### config.mk
export PLATFORM = sky130hd
export DESIGN_NAME = mdio_mgmt_master
export DESIGN_NICKNAME = d
export VERILOG_FILES = /design/src/rtl/mdio_mgmt_pkg.sv /design/src/rtl/mdio_mgmt_clkdiv.sv /design/src/rtl/mdio_mgmt_ctrl.sv /design/src/rtl/mdio_mgmt_datapath.sv /design/src/rtl/mdio_mgmt_master.sv
export SDC_FILE = /design/constraint.sdc
export NUM_CORES = 1
export LEC_CHECK = 0
export ABC_AREA = 1
export ABC_CLOCK_PERIOD_IN_PS = 4100
export BUFFER_PORTS_ARGS = -buffer_cell sky130_fd_sc_hd__buf_2
export CAP_MARGIN = 20
export CORE_MARGIN = 3
export CORE_UTILIZATION = 55
export CTS_CLUSTER_DIAMETER = 120
export DETAILED_ROUTE_END_ITERATION = 8
export HOLD_SLACK_MARGIN = 0.1
export PLACE_DENSITY = 0.76
export SLEW_MARGIN = 5
export SYNTH_ARGS = -nofsm -noshare
export SYNTH_HDL_FRONTEND = slang
export SYNTH_SLANG_ARGS = --single-unit
### constraint.sdc
create_clock -name clk -period 4.1 [get_ports clk]
set_input_delay 0.205 -clock clk [delete_from_list [all_inputs] [get_ports clk]]
set_output_delay 0.205 -clock clk [all_outputs]
set_load 0.1 [all_outputs]
### src/rtl/mdio_mgmt_pkg.sv
package mdio_mgmt_pkg;

  localparam int FRAME_BITS   = 32;
  localparam int OFS_CTRL     = 'h128;
  localparam int OFS_DATA     = 'h12C;

  localparam int CTRL_PRE_POS  = 7;
  localparam int CTRL_DONE_POS = 8;
  localparam int CTRL_SEL_POS  = 9;

  localparam int START_POS    = 30;
  localparam int READ_POS     = 29;
  localparam int PHY_HI       = 27;
  localparam int PHY_LO       = 23;
  localparam int RELEASE_FROM = 17;
  localparam int DATA_HI      = 15;
  localparam int RD_W         = DATA_HI + 1;

  typedef enum logic [1:0] {
    PH_IDLE  = 2'd0,
    PH_PRE   = 2'd1,
    PH_FRAME = 2'd2
  } phase_t;

  // strobes from the sequencer to the datapath
  typedef struct packed {
    logic loadFirst;
    logic loadSecond;
    logic sample;
    logic latchRead;
  } dpCmd_t;

  // write frame that names the PHY ahead of the real transfer
  function automatic logic [FRAME_BITS-1:0] selectWord(input logic [PHY_HI-PHY_LO:0] phy);
    logic [FRAME_BITS-1:0] w;
    w        = '0;
    w[31:30] = 2'b01;
    w[29:28] = 2'b01;
    w[22:18] = 5'h1F;
    w[17:16] = 2'b10;
    w[8:4]   = phy;
    return w;
  endfunction

  function automatic logic [FRAME_BITS-1:0] stripPhy(input logic [FRAME_BITS-1:0] w);
    logic [FRAME_BITS-1:0] r;
    r = w;
    r[PHY_HI:PHY_LO] = '0;
    return r;
  endfunction

endpackage

### src/rtl/mdio_mgmt_clkdiv.sv
module mdio_mgmt_clkdiv #(
  parameter int DIV_W = 7
) (
  input  logic             clk,
  input  logic             rstN,
  input  logic             run,
  input  logic [DIV_W-1:0] divVal,
  output logic             mdc,
  output logic             riseTick,
  output logic             fallTick
);

  logic [DIV_W-1:0] halfCnt;
  logic             halfDone;

  assign halfDone = run && (halfCnt == divVal);
  assign riseTick = halfDone && !mdc;
  assign fallTick = halfDone && mdc;

  always_ff @(posedge clk or negedge rstN) begin
    if (!rstN) begin
      halfCnt <= '0;
      mdc     <= 1'b0;
    end else if (!run) begin
      halfCnt <= '0;
      mdc     <= 1'b0;
    end else if (halfDone) begin
      halfCnt <= '0;
      mdc     <= ~mdc;
    end else begin
      halfCnt <= halfCnt + 1'b1;
    end
  end

  AST_MDC_HALF_HOLD: assert property (@(posedge clk) disable iff (!rstN)
    (run && $past(run) && !$past(halfDone)) |-> $stable(mdc));

endmodule

### src/rtl/mdio_mgmt_ctrl.sv
module mdio_mgmt_ctrl
  import mdio_mgmt_pkg::*;
#(
  parameter int PRE_LEN = 32
) (
  input  logic       clk,
  input  logic       rstN,
  input  logic       frameWr,
  input  logic       frameWrStart,
  input  logic       ctrlWr,
  input  logic       ctrlWrZero,
  input  logic       preEn,
  input  logic       selMode,
  input  logic       isRead,
  input  logic       riseTick,
  input  logic       fallTick,
  output logic       busy,
  output logic       done,
  output logic       inPre,
  output logic [4:0] bitIdx,
  output dpCmd_t     cmd
);

  localparam int CNT_W = $clog2((PRE_LEN > FRAME_BITS) ? PRE_LEN : FRAME_BITS);
  localparam logic [CNT_W-1:0] LAST_FRAME = CNT_W'(FRAME_BITS - 1);
  localparam logic [CNT_W-1:0] LAST_PRE   = CNT_W'(PRE_LEN - 1);
  localparam logic [CNT_W-1:0] DATA_TOP   = CNT_W'(DATA_HI);

  phase_t           phase;
  logic [CNT_W-1:0] bitCnt;
  logic             selPending;
  logic             abortReq;
  logic             startReq;
  logic             frameEnd;

  assign abortReq = ctrlWr && ctrlWrZero;
  assign startReq = frameWr && frameWrStart && (phase == PH_IDLE) && !abortReq;
  assign frameEnd = (phase == PH_FRAME) && fallTick && (bitCnt == '0);

  assign busy   = (phase != PH_IDLE);
  assign inPre  = (phase == PH_PRE);
  assign bitIdx = bitCnt[4:0];

  always_comb begin
    cmd            = '0;
    cmd.loadFirst  = startReq;
    cmd.loadSecond = !abortReq && frameEnd && selPending;
    cmd.latchRead  = !abortReq && frameEnd && !selPending && isRead;
    cmd.sample     = !abortReq && (phase == PH_FRAME) && riseTick && isRead
                     && (bitCnt <= DATA_TOP);
  end

  always_ff @(posedge clk or negedge rstN) begin
    if (!rstN) begin
      phase      <= PH_IDLE;
      bitCnt     <= '0;
      selPending <= 1'b0;
      done       <= 1'b0;
    end else if (abortReq) begin
      phase      <= PH_IDLE;
      bitCnt     <= '0;
      selPending <= 1'b0;
      done       <= 1'b0;
    end else begin
      unique case (phase)
        PH_IDLE: begin
          if (startReq) begin
            done       <= 1'b0;
            selPending <= selMode;
            phase      <= preEn ? PH_PRE : PH_FRAME;
            bitCnt     <= preEn ? LAST_PRE : LAST_FRAME;
          end
        end
        PH_PRE: begin
          if (fallTick) begin
            if (bitCnt == '0) begin
              phase  <= PH_FRAME;
              bitCnt <= LAST_FRAME;
            end else begin
              bitCnt <= bitCnt - 1'b1;
            end
          end
        end
        PH_FRAME: begin
          if (fallTick) begin
            if (bitCnt == '0) begin
              if (selPending) begin
                selPending <= 1'b0;
                phase      <= preEn ? PH_PRE : PH_FRAME;
                bitCnt     <= preEn ? LAST_PRE : LAST_FRAME;
              end else begin
                phase <= PH_IDLE;
                done  <= 1'b1;
              end
            end else begin
              bitCnt <= bitCnt - 1'b1;
            end
          end
        end
        default: phase <= PH_IDLE;
      endcase
    end
  end

  AST_DONE_AT_FRAME_END: assert property (@(posedge clk) disable iff (!rstN)
    $rose(done) |-> $past(phase == PH_FRAME && fallTick));

  AST_NO_DONE_WHILE_BUSY: assert property (@(posedge clk) disable iff (!rstN)
    busy |-> !done);

  AST_CMD_EXCLUSIVE: assert property (@(posedge clk) disable iff (!rstN)
    $onehot0({cmd.loadFirst, cmd.loadSecond, cmd.latchRead}));

endmodule

### src/rtl/mdio_mgmt_datapath.sv
module mdio_mgmt_datapath
  import mdio_mgmt_pkg::*;
#(
  parameter int ADDR_W = 12,
  parameter int DIV_W  = 7
) (
  input  logic              clk,
  input  logic              rstN,
  input  logic              regWrEn,
  input  logic [ADDR_W-1:0] regAddr,
  input  logic [31:0]       regWrData,
  output logic [31:0]       regRdData,
  input  logic              busy,
  input  logic              done,
  input  logic              inPre,
  input  logic [4:0]        bitIdx,
  input  dpCmd_t            cmd,
  input  logic              mdioIn,
  output logic [DIV_W-1:0]  divVal,
  output logic              preEn,
  output logic              selMode,
  output logic              isRead,
  output logic              frameWr,
  output logic              frameWrStart,
  output logic              ctrlWr,
  output logic              ctrlWrZero,
  output logic              mdioOut,
  output logic              mdioOe
);

  localparam logic [ADDR_W-1:0] ADR_CTRL = ADDR_W'(OFS_CTRL);
  localparam logic [ADDR_W-1:0] ADR_DATA = ADDR_W'(OFS_DATA);
  localparam logic [4:0]        REL_TOP  = 5'(RELEASE_FROM);

  logic                  hitCtrl;
  logic                  hitData;
  logic [FRAME_BITS-1:0] heldWord;
  logic [FRAME_BITS-1:0] activeWord;
  logic [RD_W-1:0]       capSr;
  logic [RD_W-1:0]       rdData;
  logic                  releaseWin;

  assign hitCtrl      = (regAddr == ADR_CTRL);
  assign hitData      = (regAddr == ADR_DATA);
  assign ctrlWr       = regWrEn && hitCtrl;
  assign ctrlWrZero   = (regWrData == '0);
  assign frameWr      = regWrEn && hitData;
  assign frameWrStart = regWrData[START_POS];

  // configuration: frozen while a frame runs, except for the zero abort
  always_ff @(posedge clk or negedge rstN) begin
    if (!rstN) begin
      divVal  <= '0;
      preEn   <= 1'b0;
      selMode <= 1'b0;
    end else if (ctrlWr && (!busy || ctrlWrZero)) begin
      divVal  <= regWrData[DIV_W-1:0];
      preEn   <= regWrData[CTRL_PRE_POS];
      selMode <= regWrData[CTRL_SEL_POS];
    end
  end

  // frame words
  always_ff @(posedge clk or negedge rstN) begin
    if (!rstN) begin
      heldWord   <= '0;
      activeWord <= '0;
    end else if (cmd.loadFirst) begin
      heldWord   <= regWrData;
      activeWord <= selMode ? selectWord(regWrData[PHY_HI:PHY_LO]) : regWrData;
    end else if (cmd.loadSecond) begin
      activeWord <= stripPhy(heldWord);
    end
  end

  // read capture and result
  always_ff @(posedge clk or negedge rstN) begin
    if (!rstN) begin
      capSr  <= '0;
      rdData <= '0;
    end else begin
      if (cmd.loadFirst) begin
        capSr <= '0;
      end else if (cmd.sample) begin
        capSr <= {capSr[RD_W-2:0], mdioIn};
      end
      if (cmd.latchRead) begin
        rdData <= capSr;
      end
    end
  end

  assign isRead     = activeWord[READ_POS];
  assign releaseWin = !inPre && isRead && (bitIdx <= REL_TOP);
  assign mdioOe     = busy && !releaseWin;
  assign mdioOut    = mdioOe && (inPre || activeWord[bitIdx]);

  always_comb begin
    regRdData = '0;
    if (hitCtrl) begin
      regRdData[DIV_W-1:0]     = divVal;
      regRdData[CTRL_PRE_POS]  = preEn;
      regRdData[CTRL_DONE_POS] = done;
      regRdData[CTRL_SEL_POS]  = selMode;
    end else if (hitData) begin
      regRdData[RD_W-1:0] = rdData;
    end
  end

  AST_HELD_WORD_FROZEN: assert property (@(posedge clk) disable iff (!rstN)
    (busy && $past(busy)) |-> $stable(heldWord));

  AST_SAMPLE_WHEN_RELEASED: assert property (@(posedge clk) disable iff (!rstN)
    cmd.sample |-> !mdioOe);

  AST_PREAMBLE_HIGH: assert property (@(posedge clk) disable iff (!rstN)
    inPre |-> (mdioOe && mdioOut));

  AST_RDDATA_HOLD: assert property (@(posedge clk) disable iff (!rstN)
    !$past(cmd.latchRead) |-> $stable(rdData));

endmodule

### src/rtl/mdio_mgmt_master.sv
module mdio_mgmt_master
  import mdio_mgmt_pkg::*;
#(
  parameter int ADDR_W  = 12,
  parameter int DIV_W   = 7,
  parameter int PRE_LEN = 32
) (
  input  logic              clk,
  input  logic              rstN,
  input  logic              regWrEn,
  input  logic [ADDR_W-1:0] regAddr,
  input  logic [31:0]       regWrData,
  output logic [31:0]       regRdData,
  output logic              mdc,
  output logic              mdioOut,
  output logic              mdioOe,
  input  logic              mdioIn
);

  logic             busy;
  logic             done;
  logic             inPre;
  logic [4:0]       bitIdx;
  dpCmd_t           cmd;
  logic [DIV_W-1:0] divVal;
  logic             preEn;
  logic             selMode;
  logic             isRead;
  logic             frameWr;
  logic             frameWrStart;
  logic             ctrlWr;
  logic             ctrlWrZero;
  logic             riseTick;
  logic             fallTick;

  mdio_mgmt_clkdiv #(.DIV_W(DIV_W)) uClk (
    .clk      (clk),
    .rstN     (rstN),
    .run      (busy),
    .divVal   (divVal),
    .mdc      (mdc),
    .riseTick (riseTick),
    .fallTick (fallTick)
  );

  mdio_mgmt_ctrl #(.PRE_LEN(PRE_LEN)) uCtrl (
    .clk          (clk),
    .rstN         (rstN),
    .frameWr      (frameWr),
    .frameWrStart (frameWrStart),
    .ctrlWr       (ctrlWr),
    .ctrlWrZero   (ctrlWrZero),
    .preEn        (preEn),
    .selMode      (selMode),
    .isRead       (isRead),
    .riseTick     (riseTick),
    .fallTick     (fallTick),
    .busy         (busy),
    .done         (done),
    .inPre        (inPre),
    .bitIdx       (bitIdx),
    .cmd          (cmd)
  );

  mdio_mgmt_datapath #(.ADDR_W(ADDR_W), .DIV_W(DIV_W)) uDp (
    .clk          (clk),
    .rstN         (rstN),
    .regWrEn      (regWrEn),
    .regAddr      (regAddr),
    .regWrData    (regWrData),
    .regRdData    (regRdData),
    .busy         (busy),
    .done         (done),
    .inPre        (inPre),
    .bitIdx       (bitIdx),
    .cmd          (cmd),
    .mdioIn       (mdioIn),
    .divVal       (divVal),
    .preEn        (preEn),
    .selMode      (selMode),
    .isRead       (isRead),
    .frameWr      (frameWr),
    .frameWrStart (frameWrStart),
    .ctrlWr       (ctrlWr),
    .ctrlWrZero   (ctrlWrZero),
    .mdioOut      (mdioOut),
    .mdioOe       (mdioOe)
  );

  AST_IDLE_QUIET: assert property (@(posedge clk) disable iff (!rstN)
    (!busy && !$past(busy)) |-> (!mdc && !mdioOe));

endmodule

# [Word level (Yosys, flattened, before mapping)]
# Cells that the tools add are included.
[op_classes] addsub=2 order_cmp=3 eq_ne=13 reduce_logical=44 n_mux=42 bitwise=1
[ops] cell="2-to-1 mux 32 bit" count=3
[ops] cell="2-to-1 mux 16 bit" count=3
[ops] cell="2-to-1 mux 5 bit" count=7
[ops] cell="zero test 32 bit" count=1
[ops] cell="== test 12 x 9 -> 1 bit (second input constant)" count=2
[ops] cell="logical AND 1 bit" count=24
[ops] cell="2-to-1 mux 2 bit" count=8
[ops] cell="case mux 5 bit (3 select lines)" count=1
[ops] cell="AND reduction 5 bit" count=3
[ops] cell="2-to-1 mux 7 bit" count=2
[ops] cell="2-to-1 mux 1 bit" count=12
[ops] cell="2-to-1 mux 10 bit" count=1
[ops] cell="!= test 3 bit (second input constant)" count=3
[ops] cell="adder 7 x 1 -> 7 bit (second input constant)" count=1
[ops] cell="== test 7 bit" count=1
[ops] cell="zero test 1 bit" count=6
[ops] cell="less-than comparator 5 x 6 -> 1 bit (second input constant)" count=1
[ops] cell="2-to-1 mux 6 bit" count=1
[ops] cell="!= test 3 x 1 -> 1 bit (second input constant)" count=2
[ops] cell="case mux 2 bit (3 select lines)" count=1
[ops] cell="nonzero test 2 bit" count=3
[ops] cell="binary-select mux 1 bit (select 5 bit)" count=1
[ops] cell="less-or-equal comparator 5 x 4 -> 1 bit (second input constant)" count=1
[ops] cell="less-or-equal comparator 5 bit (second input constant)" count=1
[ops] cell="other kinds (14)" count=16
[word_totals] ff_bits=122 in_bits=48

# [Longest topological paths before layout]
[logic_depth] depth_word=10 depth_mapped=14 mapped_depth_nobuf=13

# [Cells and area by module]
# Synthesis repeated with hierarchy kept, for this count alone.
[hier_totals] hier_cells=803 area_unflattened_um2=6313.6
[modules_own_cells] mod="mdio_mgmt_datapath" area_each_um2=4914.7 n_inst=1 cells_each=599
[modules_own_cells] mod="mdio_mgmt_ctrl" area_each_um2=858.3 n_inst=1 cells_each=123
[modules_own_cells] mod="mdio_mgmt_clkdiv" area_each_um2=540.5 n_inst=1 cells_each=81

# [Least setup slack after synthesis]
# No wires, ideal clock.
[synth_path] path_type="register to output" start="register uCtrl.bitCnt[1] (netlist: uCtrl.bitIdx[1])" end="output port mdioOut" stages_incl_launch_ff=8 arrival_ns=4.205 slack_ns=-0.310 path_cell_list="dfrtp_1 -> clkinv_1 -> ha_1 -> o21ai_0 -> nand2_1 -> a31oi_1 -> inv_1 -> a31oi_1"
[synth_between] elab_chain_len=5
[synth_rtl] item="start, declared" line_no="mdio_mgmt_ctrl.sv:30" rtl="logic [CNT_W-1:0] bitCnt;"
[synth_rtl] item="start signal, assigned" line_no="mdio_mgmt_ctrl.sv:71" rtl="bitCnt <= preEn ? LAST_PRE : LAST_FRAME;"
[synth_rtl] item="start signal, assigned" line_no="mdio_mgmt_ctrl.sv:80" rtl="bitCnt <= bitCnt - 1'b1;"
[synth_rtl] item="start signal, assigned" line_no="mdio_mgmt_ctrl.sv:90" rtl="bitCnt <= preEn ? LAST_PRE : LAST_FRAME;"
[synth_rtl] item="less-or-equal comparator 5 bit" line_no="mdio_mgmt_datapath.sv:94" rtl="assign releaseWin = !inPre && isRead && (bitIdx <= REL_TOP);"
[synth_rtl] item="logical AND 1 bit" line_no="mdio_mgmt_datapath.sv:94"
[synth_rtl] item="zero test 1 bit" line_no="mdio_mgmt_datapath.sv:95" rtl="assign mdioOe = busy && !releaseWin;"
[synth_rtl] item="logical AND 1 bit" line_no="mdio_mgmt_datapath.sv:95"
[synth_rtl] item="via mdioOe" line_no="mdio_mgmt_master.sv:16" rtl="output logic mdioOe,"
[synth_rtl] item="logical AND 1 bit" line_no="mdio_mgmt_datapath.sv:96" rtl="assign mdioOut = mdioOe && (inPre || activeWord[bitIdx]);"
[synth_rtl] item="end, declared" line_no="mdio_mgmt_master.sv:15" rtl="output logic mdioOut,"
# The timed path passes the listed nets, and every way through them passes these cells. The select of a mux whose other input is x is not followed.

# [Worst setup path in the final report]
[layout_path] start="register uCtrl.bitCnt[0] (netlist: uCtrl.bitIdx[0])" end="register uDp.activeWord[8]"
[layout_between] elab_chain_len=5
[layout_rtl] item="zero test 5 bit" line_no="mdio_mgmt_ctrl.sv:38" rtl="assign frameEnd = (phase == PH_FRAME) && fallTick && (bitCnt == '0);"
[layout_rtl] item="logical AND 1 bit" line_no="mdio_mgmt_ctrl.sv:38"
[layout_rtl] item="logical AND 1 bit (2 in a row)" line_no="mdio_mgmt_ctrl.sv:47" rtl="cmd.loadSecond = !abortReq && frameEnd && selPending;"
[layout_rtl] item="nonzero test 2 bit (no source line)"
[layout_rtl] item="end signal, assigned" line_no="mdio_mgmt_datapath.sv:70" rtl="activeWord <= selMode ? selectWord(regWrData[PHY_HI:PHY_LO]) : regWrData;"
[layout_rtl] item="end signal, assigned" line_no="mdio_mgmt_datapath.sv:72" rtl="activeWord <= stripPhy(heldWord);"
[layout_rtl] item="end, declared" line_no="mdio_mgmt_datapath.sv:38" rtl="logic [FRAME_BITS-1:0] activeWord;"
# Every way passes these cells.
# A chain may end at the register's enable or synchronous reset.

==> results.sh <==
export IMPL_syn_mean_instance_area_sq_um=7.914
export IMPL_hold_class="input pin to flop"
export IMPL_initial_core_util_pct=56.69
export IMPL_clockBufferDepth=2
export IMPL_drv_cap=0
export IMPL_postLayoutCoreUtil_pct=66.98
export IMPL_rsz0062_at_grt="false"
export IMPL_antenna_found_initial=0
export IMPL_drt_iter0_markers=552
export IMPL_place_hpwl_microns=11020
export IMPL_ys_seq_area_share_pct=44.84
export IMPL_die_h_microns=115.0
export IMPL_reg2reg_from="uCtrl.bitIdx[0]$_DFFE_PN0P_"
export IMPL_setup_viol=0
export IMPL_place_gp_congestion=0.8929
export IMPL_nets=967
export IMPL_holdPathStages=3
export IMPL_detail_route_antenna_nets=0
export IMPL_power_density_mw_per_mm2=524.0
export IMPL_fin_ws_ns=0.9688
export IMPL_timing_final_crit_period_ns=3.131
export IMPL_crit_type="flop to flop"
export IMPL_cp_top_family="simple AND/OR/NAND/NOR gates"
export IMPL_status="finished clean"
export IMPL_row_count=39
export IMPL_r2r_cells=10
export IMPL_cts_max_level=4
export IMPL_holdPathEnd="uDp.heldWord[15]$_DFFE_PN0P_"
export IMPL_critPathMaxStageDelay_ns=0.66
export IMPL_reg2reg_to="uDp.activeWord[8]$_DFFE_PN0P_"
export IMPL_yosys_warnings=0
export IMPL_grt_max_degree=46
export IMPL_post_synth_top_area_fraction_pct=44.84
export IMPL_required_ns=4.41
export IMPL_routed_wl_microns=16300
export IMPL_grt_overflow_total=0
export IMPL_clockRootBuffer="clkbuf_16"
export IMPL_peakVddDrop_v=0.0002721
export IMPL_path_buf_inv=2
export IMPL_ctsResizeCount=0
export IMPL_drt_pass1_iterations=5
export IMPL_dieArea_sq_mm=0.01321
export IMPL_viasPerCell=5.363
export IMPL_ys_async_sr_fraction_pct=100.0
export IMPL_reg2reg_slack_ns=0.97
export IMPL_clock_sinks=117
export IMPL_worstMarginPinSlew_ns=0.7956
export IMPL_drc=0
export IMPL_syn_inst=825
export IMPL_core_area_sq_mm=0.01152
export IMPL_drive_above_1_share_pct=18.07
export IMPL_num_vias=5722
export IMPL_cts_tree="done"
export IMPL_post_cts_buffers=0
export IMPL_min_from="regWrData[15]"
export IMPL_syn2layout_area_growth_pct=18.15
export IMPL_diodes=0
export IMPL_crit_path_cell_trace="inv_1 -> ha_1 -> nand3_2 -> nor2_2 -> a21boi_2 -> nand3_2 -> nand2_2 -> nand2_1 -> nand2_1 -> inv_1"
export IMPL_postCtsHoldBufs=29
export IMPL_clkLatencyLatePin_ns=0.42
export IMPL_clkSlewWorstSetupHoldPaths_ns=0.06
export IMPL_ys_types=44
export IMPL_p_total_mw=4.042
export IMPL_crit_slowest_cell="dfrtp_1"
export IMPL_slew_headroom_pct=46.89
export IMPL_critPathArrivalTime_ns=3.44
export IMPL_fin_crit_sh_pct=76.37
export IMPL_io_buffers=66
export IMPL_io_pins=83
export IMPL_final_max_slew_violation_count=0
export IMPL_grtUsageTotal_pct=26.11
export IMPL_ys_flop_type="dfrtp_1"
export IMPL_synth_largest_area_cell="dfrtp_1"
export IMPL_crit_path_end_kind="flop"
export IMPL_fin_tns_setup_ns=0
export IMPL_hold_viol_final=0
export IMPL_routedWlPerCell_microns=15.27
export IMPL_fin_worst_skew_ns=0.007291
export IMPL_start_kind="flop"
export IMPL_dp_slack_ns=1.033
export IMPL_grt_pass1_vias=5554
export IMPL_most_common_layout_cells="nand2_1, dfrtp_1, inv_1"
export IMPL_yosys_top_cells_area="dfrtp_1, nand2_1, nand3_1"
export IMPL_final_common_cell="nand2_1"
export IMPL_grt_pass1_wl_microns=27140
export IMPL_die_w_microns=115.0
export IMPL_max_freq_ghz=0.3194
export IMPL_path_max_fanout=31
export IMPL_ys_ff_latch=117
export IMPL_cts_buffers=17
export IMPL_p_leak_nw=3.941
export IMPL_synth_area_sq_mm=0.006529
export IMPL_synth_edf_count=0
## sequential cells by signal, indices dropped and copies added, names as in the netlist, 2 cells and up
register        cells
uDp.rdData         16
uDp.divVal          7
uDp.heldWord       27
uDp.capSr          16
uClk.halfCnt        7
uCtrl.phase         2
uDp.activeWord     32
uCtrl.bitIdx        5
## worst max-delay path by stage
stage	slack, ns	end	depth (start not counted)	from
5_1_grt	0.58	uDp.activeWord[8]$_DFFE_PN0P_	10	uCtrl.bitIdx[0]$_DFFE_PN0P_
2_1_floorplan	0.19	mdioOut	7	uCtrl.bitIdx[1]$_DFFE_PN0P_
3_5_place_dp	1.03	uDp.activeWord[7]$_DFFE_PN0P_	10	uCtrl.bitIdx[0]$_DFFE_PN0P_
6_report	0.97	uDp.activeWord[8]$_DFFE_PN0P_	10	uCtrl.bitIdx[0]$_DFFE_PN0P_
4_1_cts	0.99	mdioOut	8	uCtrl.bitIdx[1]$_DFFE_PN0P_
3_3_place_gp	1.18	uDp.activeWord[16]$_DFFE_PN0P_	10	uCtrl.bitIdx[0]$_DFFE_PN0P_
## worst min-delay path: stages
cell	delay, ns
buf_2	0.09
inv_1	0.08
o21ai_1	0.10
## logic make-up after synthesis
group,synth area share (%)
flops,44.84
compound gates,11.69
xor+xnor,0.6709
simple gates,30.40
buf+inv,10.66
mux,0.1533
fa+ha+maj,1.533
other cells,0.05744
## power breakdown
part | internal [mW] | leakage [nW] | total (mW) | switching, mW
logic | 0.354 | 2.16 | 1.11 | 0.761
clock network | 0.999 | 0.293 | 1.53 | 0.530
registers | 1.27 | 1.49 | 1.40 | 0.131
total | 2.62 | 3.94 | 4.04 | 1.42
## synth_stat cells (4+ instances only)
| cell type | number |
|---|---|
| a21oi_1 | 13 |
| buf_2 | 7 |
| buf_4 | 21 |
| buf_6 | 7 |
| clkbuf_1 | 11 |
| dfrtp_1 | 117 |
| ha_1 | 8 |
| inv_1 | 93 |
| inv_2 | 6 |
| nand2_1 | 240 |
| nand2_2 | 7 |
| nand3_1 | 72 |
| nand3_2 | 9 |
| nand3_4 | 4 |
| nand4_1 | 6 |
| nor2_1 | 49 |
| nor2_2 | 5 |
| nor2_4 | 5 |
| nor3_1 | 11 |
| o211ai_1 | 4 |
| o21ai_0 | 34 |
| o21ai_1 | 31 |
| o21ai_2 | 20 |
| o21bai_1 | 5 |
| o31ai_1 | 4 |
| o32ai_1 | 7 |
## routing by layer
layer | GRT usage, % | wire length [microns] | up-vias
met5 | 0 | 0 | -
met4 | 8.451 | 305 | 0
met3 | 5.105 | 792 | 31
met2 | 43.09 | 8023 | 184
met1 | 34.85 | 7176 | 2715
li1 | - | - | 2792
## through the flow
| stage | instances | hold WS, ns | instance area, sq um |
|---|---|---|---|
| 6_report | 1067 | 0.1226 | 7714 |
| 5_1_grt | 1067 | 0.1491 | 7714 |
| 4_1_cts | 1067 | 0.1020 | 7714 |
| 3_5_place_dp | 1006 | 0.2509 | 6820 |
| 3_3_place_gp | 1006 | 0.2448 | 6820 |
| 2_1_floorplan | 840 | -0.09059 | 6591 |
## cell type report
type                            instances  area [sq um]
Timing Repair Buffer                  100         660.6
Multi-Input combinational cell        575          2968
Tap cell                              143         178.9
Clock inverter                          9         125.1
Inverter                              100         375.4
Fill cell                             939          3802
Sequential cell                       117          2928
Clock buffer                           23         478.0
Power figures use the tool's default switching activity.
